[config.mk]
export PLATFORM = sky130hd
export DESIGN_NAME = fp32_to_int
export DESIGN_NICKNAME = d
export VERILOG_FILES = /design/src/rtl/fp2i_pkg.sv /design/src/rtl/fp2i_unpack.sv /design/src/rtl/fp2i_align.sv /design/src/rtl/fp2i_round.sv /design/src/rtl/fp32_to_int.sv
export SDC_FILE = /design/constraint.sdc
export NUM_CORES = 1
export LEC_CHECK = 0
export ABC_AREA = 0
export BUFFER_PORTS_ARGS = -buffer_cell sky130_fd_sc_hd__buf_2
export CORE_MARGIN = 3
export CORE_UTILIZATION = 45
export DETAILED_ROUTE_END_ITERATION = 8
export PLACE_DENSITY = 0.64
export SLEW_MARGIN = 40
export SYNTH_ARGS = -nofsm -noshare
export SYNTH_HDL_FRONTEND = slang
export SYNTH_HIERARCHICAL = 1
export SYNTH_SLANG_ARGS = --single-unit
[constraint.sdc]
create_clock -name clk -period 19.5 [get_ports clk]
set_input_delay 3.9 -clock clk [delete_from_list [all_inputs] [get_ports clk]]
set_output_delay 3.9 -clock clk [all_outputs]
set_load 0.1 [all_outputs]
[src/rtl/fp2i_pkg.sv]
package fp2i_pkg;

  typedef enum logic [1:0] {
    RM_NEAR = 2'b00,
    RM_DOWN = 2'b01,
    RM_UP   = 2'b10,
    RM_ZERO = 2'b11
  } rmode_e;

  typedef enum logic [2:0] {
    CLS_ZERO = 3'd0,
    CLS_SUB  = 3'd1,
    CLS_NORM = 3'd2,
    CLS_INF  = 3'd3,
    CLS_NAN  = 3'd4
  } fclass_e;

endpackage

[src/rtl/fp2i_unpack.sv]
module fp2i_unpack
  import fp2i_pkg::*;
#(
  parameter int EXP_W  = 8,
  parameter int FRAC_W = 23,
  localparam int WORD_W = EXP_W + FRAC_W + 1,
  localparam int SIG_W  = FRAC_W + 1,
  localparam int E_W    = EXP_W + 2
) (
  input  logic [WORD_W-1:0]    word,
  output logic                 sign,
  output logic signed [E_W-1:0] e_unb,
  output logic [SIG_W-1:0]     sig,
  output fclass_e              cls
);

  localparam int BIAS = (1 << (EXP_W - 1)) - 1;

  logic [EXP_W-1:0]  exp_f;
  logic [FRAC_W-1:0] frac_f;
  logic              exp_zero;
  logic              exp_ones;
  logic              frac_zero;

  assign sign   = word[WORD_W-1];
  assign exp_f  = word[FRAC_W +: EXP_W];
  assign frac_f = word[FRAC_W-1:0];

  assign exp_zero  = (exp_f == '0);
  assign exp_ones  = &exp_f;
  assign frac_zero = (frac_f == '0);

  // hidden bit is one only for a nonzero exponent field
  assign sig   = {~exp_zero, frac_f};
  assign e_unb = $signed(E_W'(exp_f)) - $signed(E_W'(BIAS));

  always_comb begin
    if (exp_zero)      cls = frac_zero ? CLS_ZERO : CLS_SUB;
    else if (exp_ones) cls = frac_zero ? CLS_INF  : CLS_NAN;
    else               cls = CLS_NORM;
  end

endmodule

[src/rtl/fp2i_align.sv]
module fp2i_align #(
  parameter int EXP_W  = 8,
  parameter int FRAC_W = 23,
  parameter int INT_W  = 32,
  localparam int SIG_W = FRAC_W + 1,
  localparam int E_W   = EXP_W + 2,
  localparam int FB    = FRAC_W + 2,
  localparam int FIX_W = INT_W + FB,
  localparam int SH_W  = $clog2(INT_W + 2)
) (
  input  logic signed [E_W-1:0] e_unb,
  input  logic [SIG_W-1:0]      sig,
  output logic [INT_W-1:0]      int_part,
  output logic                  rnd,
  output logic                  stk,
  output logic                  big
);

  // below E_MIN the value is under one half: only sticky survives
  localparam logic signed [E_W-1:0] E_MIN = -2;
  localparam logic signed [E_W-1:0] E_MAX = INT_W - 1;

  logic signed [E_W-1:0] sh_full;
  logic [SH_W-1:0]       sh;
  logic [FIX_W-1:0]      fixed;

  assign sh_full = e_unb - E_MIN;
  assign sh      = sh_full[SH_W-1:0];

  always_comb begin
    int_part = '0;
    rnd      = 1'b0;
    stk      = 1'b0;
    big      = 1'b0;
    fixed    = '0;
    if (e_unb > E_MAX) begin
      big = 1'b1;
    end else if (e_unb < E_MIN) begin
      stk = |sig;
    end else begin
      fixed    = FIX_W'(sig) << sh;
      int_part = fixed[FIX_W-1 -: INT_W];
      rnd      = fixed[FB-1];
      stk      = |fixed[FB-2:0];
    end
  end

endmodule

[src/rtl/fp2i_round.sv]
module fp2i_round
  import fp2i_pkg::*;
#(
  parameter int INT_W = 32
) (
  input  logic             sign,
  input  fclass_e          cls,
  input  logic [1:0]       rmode,
  input  logic [INT_W-1:0] int_part,
  input  logic             rnd,
  input  logic             stk,
  input  logic             big,
  output logic [INT_W-1:0] res,
  output logic             inv,
  output logic             inx
);

  localparam logic [INT_W:0]   LIM_POS = {2'b00, {(INT_W-1){1'b1}}};
  localparam logic [INT_W:0]   LIM_NEG = {2'b01, {(INT_W-1){1'b0}}};
  localparam logic [INT_W-1:0] INT_MIN = {1'b1, {(INT_W-1){1'b0}}};

  logic             inc;
  logic             lost;
  logic [INT_W:0]   mag;
  logic             over;
  logic             special;
  logic [INT_W-1:0] signed_val;

  assign lost = rnd | stk;

  always_comb begin
    case (rmode_e'(rmode))
      RM_NEAR: inc = rnd & (stk | int_part[0]);
      RM_DOWN: inc = sign & lost;
      RM_UP:   inc = ~sign & lost;
      default: inc = 1'b0;
    endcase
  end

  assign mag        = {1'b0, int_part} + (INT_W+1)'(inc);
  assign over       = big | (sign ? (mag > LIM_NEG) : (mag > LIM_POS));
  assign special    = (cls == CLS_INF) | (cls == CLS_NAN);
  assign signed_val = sign ? (~mag[INT_W-1:0] + 1'b1) : mag[INT_W-1:0];

  assign inv = special | over;
  assign inx = ~inv & lost;
  assign res = inv ? INT_MIN : signed_val;

endmodule

[src/rtl/fp32_to_int.sv]
module fp32_to_int
  import fp2i_pkg::*;
#(
  parameter int EXP_W  = 8,
  parameter int FRAC_W = 23,
  parameter int INT_W  = 32,
  localparam int WORD_W = EXP_W + FRAC_W + 1
) (
  input  logic              clk,
  input  logic              rst,
  input  logic              in_vld,
  input  logic [WORD_W-1:0] in_bits,
  input  logic [1:0]        in_rmode,
  output logic              out_vld,
  output logic [INT_W-1:0]  out_int,
  output logic              out_invalid,
  output logic              out_inexact
);

  localparam int SIG_W = FRAC_W + 1;
  localparam int E_W   = EXP_W + 2;

  logic                  u_sign;
  logic signed [E_W-1:0] u_e;
  logic [SIG_W-1:0]      u_sig;
  fclass_e               u_cls;
  logic [INT_W-1:0]      a_int;
  logic                  a_rnd;
  logic                  a_stk;
  logic                  a_big;
  logic [INT_W-1:0]      r_res;
  logic                  r_inv;
  logic                  r_inx;

  fp2i_unpack #(.EXP_W(EXP_W), .FRAC_W(FRAC_W)) u_unpack (
    .word  (in_bits),
    .sign  (u_sign),
    .e_unb (u_e),
    .sig   (u_sig),
    .cls   (u_cls)
  );

  fp2i_align #(.EXP_W(EXP_W), .FRAC_W(FRAC_W), .INT_W(INT_W)) u_align (
    .e_unb    (u_e),
    .sig      (u_sig),
    .int_part (a_int),
    .rnd      (a_rnd),
    .stk      (a_stk),
    .big      (a_big)
  );

  fp2i_round #(.INT_W(INT_W)) u_round (
    .sign     (u_sign),
    .cls      (u_cls),
    .rmode    (in_rmode),
    .int_part (a_int),
    .rnd      (a_rnd),
    .stk      (a_stk),
    .big      (a_big),
    .res      (r_res),
    .inv      (r_inv),
    .inx      (r_inx)
  );

  always_ff @(posedge clk) begin
    if (rst) begin
      out_vld     <= 1'b0;
      out_int     <= '0;
      out_invalid <= 1'b0;
      out_inexact <= 1'b0;
    end else begin
      out_vld <= in_vld;
      if (in_vld) begin
        out_int     <= r_res;
        out_invalid <= r_inv;
        out_inexact <= r_inx;
      end
    end
  end

endmodule

Word level (Yosys, flattened, before mapping)

Index checks and enable logic that the tools add are counted.

Input port bits: 37
Word-level logic and storage cells: 51
Register bits: 35
Output and inout bits: 35

Order comparisons: 4
Add/sub/neg operators: 4
Equality and inequality tests: 4
Bitwise gates (word level): 13
Mux-type cells: 15
Shifts and indexed selects: 1
Reductions and logical operators: 6

Operators by type and width:

| operator                | count |
|---|---|
| $mux W32                | 4 |
| $shl A24 B6 Y57         | 1 |
| $reduce_or A24 Y1       | 2 |
| $add A32 B1 Y33         | 1 |
| $gt A33 B31 Y1 const B  | 1 |
| $gt A33 B32 Y1 const B  | 1 |
| $add A32 B1 Y32 const B | 1 |
| $not A32 Y32            | 1 |
| $logic_not A23 Y1       | 1 |
| $gt A9 B6 Y1 const B    | 1 |
| $lt A9 B2 Y1 const B    | 1 |
| $mux W3                 | 3 |
| $sub A8 B7 Y9 const B   | 1 |
| $logic_not A8 Y1        | 1 |
| $reduce_and A8 Y1       | 1 |
| $mux W1                 | 7 |
| $sub A6 B2 Y6 const B   | 1 |
| $or A1 B1 Y1            | 5 |
| $and A1 B1 Y1           | 4 |
| $eq A3 B2 Y1 const B    | 1 |
| $eq A3 B3 Y1 const B    | 1 |
| $not A1 Y1              | 3 |
| $pmux W1 S3             | 1 |
| $eq A2 B1 Y1 const B    | 1 |
| other kinds (2)         | 2 |

Longest topological paths before layout

Depth after elaboration: 16
Gate-level depth with buffers: 30
Depth with buffers taken out: 27

Hierarchy

Netlist, hierarchy kept.

By module, submodules not included:

| module      | cells an instance | instances | area an instance (um2) | seq. area each (um2) |
|---|---|---|---|---|
| fp2i_round  | 346               | 1         | 2557.5                 | 0.0 |
| fp2i_align  | 316               | 1         | 2521.2                 | 0.0 |
| fp32_to_int | 112               | 1         | 1263.7                 | 700.7 |
| fp2i_unpack | 60                | 1         | 411.6                  | 0.0 |

Worst setup path before layout

No wires, ideal clock.

Path type: input to register
Start: input port in_bits[23]
End: register out_int[31]
Data required time: 19.382 ns
Path buffers: 5
Path slack: 9.997 ns
Arrival time: 9.385 ns
Cell stages on the path: 28
Library setup time: 0.118 ns
Cell sequence: inv_1 -> ha_1 -> ha_1 -> buf_4 -> buf_4 -> clkbuf_1 -> buf_1 -> a21oi_1 -> a41oi_1 -> o41ai_1 -> a41oi_1 -> nor2_1 -> nor2_1 -> nand2_1 -> a21oi_1 -> ha_1 -> ha_1 -> buf_2 -> nand4_1 -> nor4_1 -> nand3_1 -> xor2_1 -> o211ai_1 -> o41ai_2 -> xor2_1 -> or3_1 -> mux2i_1 -> nor2_1

Cells in the longest elaborated chain, start to end: 15
Elaborated cells between the ends (all ways): 38
Those cells by class: add/sub (4); order compare (4); eq/ne (2); shift (1); mux (13); bitwise (10); reduce/logical (4)

RTL lines:

| item                                             | line              | RTL |
|---|---|---|
| start, declared                                  | fp32_to_int.sv:12 | `input logic [WORD_W-1:0] in_bits,` |
| $sub A8 B7 Y9 *                                  | fp2i_unpack.sv:35 | `assign e_unb = $signed(E_W'(exp_f)) - $signed(E_W'(BIAS));` |
| named net u_e[1]                                 | fp32_to_int.sv:24 | `logic signed [E_W-1:0] u_e;` |
| $sub A6 B2 Y6                                    | fp2i_align.sv:27  | `assign sh_full = e_unb - E_MIN;` |
| $shl A24 B6 Y57                                  | fp2i_align.sv:41  | `fixed = FIX_W'(sig) << sh;` |
| $reduce_or A24 Y1                                | fp2i_align.sv:44  | `stk = \|fixed[FB-2:0];` |
| $mux W1                                          | fp2i_align.sv:38  | `end else if (e_unb < E_MIN) begin` |
| $mux W1 *                                        | fp2i_align.sv:36  | `if (e_unb > E_MAX) begin` |
| named net a_stk                                  | fp32_to_int.sv:29 | `logic a_stk;` |
| (+2 left out)                                    | --                |  |
| $pmux W1 S3 *                                    | fp2i_round.sv:32  | `case (rmode_e'(rmode))` |
| $add A32 B1 Y33 *                                | fp2i_round.sv:40  | `assign mag = {1'b0, int_part} + (INT_W+1)'(inc);` |
| $gt A33 B31 Y1 or $gt A33 B32 Y1 (tied branches) | fp2i_round.sv:41  | `assign over = big \| (sign ? (mag > LIM_NEG) : (mag > LIM_POS));` |
| $mux W1                                          | fp2i_round.sv:41  |  |
| $or A1 B1 Y1                                     | fp2i_round.sv:41  |  |
| $or A1 B1 Y1                                     | fp2i_round.sv:45  | `assign inv = special \| over;` |
| $mux W32 *                                       | fp2i_round.sv:47  | `assign res = inv ? INT_MIN : signed_val;` |
| named net r_res[31]                              | fp32_to_int.sv:31 | `logic [INT_W-1:0] r_res;` |
| end signal, assigned                             | fp32_to_int.sv:74 | `out_int <= r_res;` |
| end, declared                                    | fp32_to_int.sv:15 | `output logic [INT_W-1:0] out_int,` |

The timed path passes the listed nets; every way through them passes the cells marked *.
A chain may end at the register's enable or synchronous reset.

Worst setup path after layout

Same ends and word-level chain as after synthesis.

==> summary.md <==
| Metric | Value |
|---|---|
| Mapped Avg Cell Area | 8.098 um2 |
| RSZ-0062 raised after global routing | no |
| Post CTS Setup Buffer Count | 0 |
| Peak ir drop on the vdd network | between 0.00005 and 0.00006 V |
| Syn Nets | ~880 |
| Data arrival time of the critical path | around 12 ns |
| Setup TNS | 0 ns |
| # hold bufs at CTS | 0 |
| Count of nets after finishing | 888 |
| Cell depth of the worst hold path | 2 |
| Biggest fanout along the worst timing path | 50 |
| Number of pins exceeding their max-slew limit in the final report | 0 |
| Vias after detailed routing | between 6,000 and 7,000 |
| Startpoint-to-endpoint class of the critical path | input pin to register |
| Setup-failing EPs final | 0 |
| Area share of the largest cell type after synthesis | 10.37% |
| Mapped cell area | 0.006754 mm2 |
| Top Layer Used | met4 |
| Worst-case register-to-register setup slack | 18.84 ns |
| Fraction of power consumed by combinational cells | between 60% and 70% |
| Element type at the critical path start | input pin |
| Via density per instance | 6.335 |
| Hold Path Class | register to register |
| Register area | approximately 700 um2 |
| Switching part of the total power | 49.63% |
| Number of DRC markers after the initial detailed-route iteration | around 650 |
| Total of max-cap violations | 0 |
| Final std cell area, no fill | 0.007066 mm2 |
| Remaining number of nets flagged by the antenna check after routing | 0 |
| Routed Wire Length | around 19,000 um |
| Post-route minimum period | 11.90 ns |
| Synth warnings | 6 |
| Cell type contributing the most total cell area after synthesis | sky130_fd_sc_hd__dfxtp_1 |
| Worst-case clock skew | 0 ns |
| Critical Path End Type | register |
| Proportion of power drawn by flip-flops and latches | 16.1% |
| Area contributors post-synth | sky130_fd_sc_hd__dfxtp_1 10%, sky130_fd_sc_hd__mux4_2 9.7%, sky130_fd_sc_hd__mux2i_1 8.4%, sky130_fd_sc_hd__xnor2_1 5.2%, sky130_fd_sc_hd__nor2_1 5.1% |
| Library cell contributing the largest single delay on the critical path | sky130_fd_sc_hd__nor4bb_1 |
| Post-synth EDFFs | 0 |
| Amount of wire on met3 after detailed routing | 1208 um |
| Reg2Reg Depth | 2 |
| Std-Cell Core Area | 0.01459 mm2 |
| Global-route wire length before repair | 31,220 um |
| Transition time at the pin with the least slew margin | 0.9022 ns |
| Post-Synthesis Cells | 834 |
| Routed wire per std cell | 18.81 um |
| Number of levels in the clock H-tree | 2 |
| Buffers added on ports | a little over 70 |
| Number of diodes added for antenna fixing | 0 |
| Final Hold Fails | 0 |
| Number of buffers on the longest clock path | 2 |
| Fraction of final layout cells sized beyond drive strength 1 | 24.73% |
| Synthesized flop and latch total | 35 |
| Global-route total usage across every layer | between 20% and 30% |
| Sequential fraction of the synthesis area | 10.37% |
| Top FF cell, synth | sky130_fd_sc_hd__dfxtp_1 |
| Clock tree from TritonCTS | done |
| Number of antenna violations at the first check in global routing | 0 |
| R2R Path End | out_inexact |
| Routed wl met2 | between 9000 and 10,000 um |
| Delay of the slowest cell on the worst path | 0.80 ns |
| Die Footprint | 0.01651 mm2 |
| Starting Density | 46.30% |
| Maximum number of pins on one net before global-route repair | 51 |
| Footprint of the multi-input gates | roughly 0.0054 mm2 |
| Clock latency of the later-clocked register in the worst-skew pair | 0.28 ns |
| First-pass iteration count of the detailed router | 6 |
| WL met1 | 8554 um |
| Power share of the clock group | 18.5% |
| Sinks on Clock Net | 35 |
| Worst hold path startpoint | out_int[28] |
| Pwr Density | 70.43 mW/mm2 |
| Clock transition at path regs | approximately 0.06 ns |
| Run status | completed |
| GRT Residual Overflow | 0 |
| Vias in the first global route | roughly 5,800 |
| Number of CTS-inserted buffers | 5 |
| Worst slew slack as a fraction of its limit | 39.03% |
| Min Hold Slack | 0.4868 ns |
| Filler instances | ~1,400 |
| I/O pins | 72 |
| Count of instances resized after the clock tree is built | 0 |
| Internal Pwr Total | 0.2507 mW |
| Drc violations | 0 |
| Final Wtd Congestion | between 1 and 1.5 |
| Maximum frequency from static timing analysis | 0.08405 GHz |
| Startpoint of the worst-slack reg-to-reg timing path | out_inexact |
| Root cell of the clock tree | sky130_fd_sc_hd__clkbuf_16 |
| Fin crit share | 61.01% |
| Hold Path Sink | out_int[28] |
| Standard-cell row count | 44 |
| Fraction of registers with async set or reset after synthesis | 0% |
| Required time of the critical path | 19.65 ns |
| Die Span X | 128.5 um |
| Placed wire-length estimate | 14,970 um |
| Die Ht | around 130 um |
| Netlist cell types | 75 |
| Post-place instance area | between 0.006 and 0.007 mm2 |
| Synthesis-to-layout area growth | 4.613% |
| Switching power | roughly 0.25 mW |
| Leak Pwr | around 2.8 nW |
## synth_stat cells, types with 14 or more instances
cell type	n
sky130_fd_sc_hd__nand4_1	19
sky130_fd_sc_hd__mux2_2	14
sky130_fd_sc_hd__a21oi_1	16
sky130_fd_sc_hd__nand2_1	59
sky130_fd_sc_hd__xnor2_1	40
sky130_fd_sc_hd__nor3_1	27
sky130_fd_sc_hd__nor4_1	21
sky130_fd_sc_hd__o21ai_0	25
sky130_fd_sc_hd__o22ai_1	14
sky130_fd_sc_hd__dfxtp_1	35
sky130_fd_sc_hd__clkbuf_1	18
sky130_fd_sc_hd__xor2_1	30
sky130_fd_sc_hd__inv_1	18
sky130_fd_sc_hd__mux4_2	29
sky130_fd_sc_hd__nand3_1	37
sky130_fd_sc_hd__and3_1	27
sky130_fd_sc_hd__nor2_1	91
sky130_fd_sc_hd__mux2i_1	57
sky130_fd_sc_hd__buf_2	15
sky130_fd_sc_hd__nor3_2	33
sky130_fd_sc_hd__buf_4	30
## worst max-delay path, delay by kind of cell
family	cells	cell delay, ns
xor gates and xnor gates	1	0.11
adders and majority gates	4	1.29
AOI/OAI and AO/OA	7	2.01
buffers and inverters	6	1.74
muxes	1	0.14
and+or+nand+nor	10	2.81
## final cells by class
type	count	area share [%]
Clock inverter	3	0.6198
Timing Repair Buffer	84	6.446
Inverter	19	1.009
Tap cell	184	3.258
Multi-Input combinational cell	695	76.98
Clock buffer	5	1.771
Sequential cell	35	9.917
## layout by cell type (no fill, tap or decap), types with 20 or more instances in the layout
cell type                 synthesis  final
sky130_fd_sc_hd__mux4_2          29     29
sky130_fd_sc_hd__mux2i_1         57     57
sky130_fd_sc_hd__nor4_1          21     20
sky130_fd_sc_hd__nor3_2          33     33
sky130_fd_sc_hd__nor2_1          91     90
sky130_fd_sc_hd__nor3_1          27     27
sky130_fd_sc_hd__dfxtp_1         35     35
sky130_fd_sc_hd__xor2_1          30     30
sky130_fd_sc_hd__and3_1          27     27
sky130_fd_sc_hd__nand2_1         59     59
sky130_fd_sc_hd__xnor2_1         40     39
sky130_fd_sc_hd__nand3_1         37     37
sky130_fd_sc_hd__o21ai_0         25     23
sky130_fd_sc_hd__buf_2           15     70
## worst max path at each step
stage	from	cells past startpoint	end	slack [ns]
final	in_bits[23]	29	out_int[31]	7.60
after global routing	in_bits[23]	29	out_int[31]	7.05
after CTS	in_bits[23]	30	out_int[31]	7.76
after detailed placement	in_bits[23]	30	out_int[31]	7.49
after global placement	in_bits[23]	29	out_int[31]	7.49
after floorplan	in_bits[23]	28	out_int[31]	10.0
## state kept, by name, indices dropped and copies added, names as in the netlist
signal       count
out_invalid      1
out_inexact      1
out_vld          1
out_int         32
## metal layers
layer  up-vias  GRT usage [%]
li1       3117              -
met1      3076          33.32
met2       271          36.90
met3        29          2.076
met4         0          5.065
met5         -              0
## through the flow
step / total power [mW] / setup WS [ns] / utilization [%] / cells
after global routing: 0.5284 / 7.054 / 48.43 / 1025
after CTS: 0.4944 / 7.759 / 48.33 / 1025
final: 0.4976 / 7.603 / 48.43 / 1025
after global placement: 0.4005 / 7.495 / 47.02 / 1017
after detailed placement: 0.4009 / 7.486 / 47.17 / 1017
after floorplan: 0.3465 / 9.997 / - / 834
## cells by family after synthesis
logic type	Yosys count	share of synthesized area, %
adder cells (fa/ha/maj)	11	2.038
buffers and inverters	104	10.00
XOR/XNOR	71	9.318
flip-flops	35	10.37
AO/OA/AOI/OAI	138	15.12
multiplexers	103	21.45
AND/OR/NAND/NOR	372	31.70
## power groups by stage
stage | clock network, mW | logic (mW) | registers, mW
5_1_grt | 0.0973 | 0.350 | 0.0808
6_report | 0.0920 | 0.326 | 0.0801
3_5_place_dp | 0 | 0.319 | 0.0817
3_3_place_gp | 0 | 0.319 | 0.0817
4_1_cts | 0.0941 | 0.320 | 0.0802
2_1_floorplan | 0 | 0.223 | 0.123
Power figures use the tool's default switching activity.
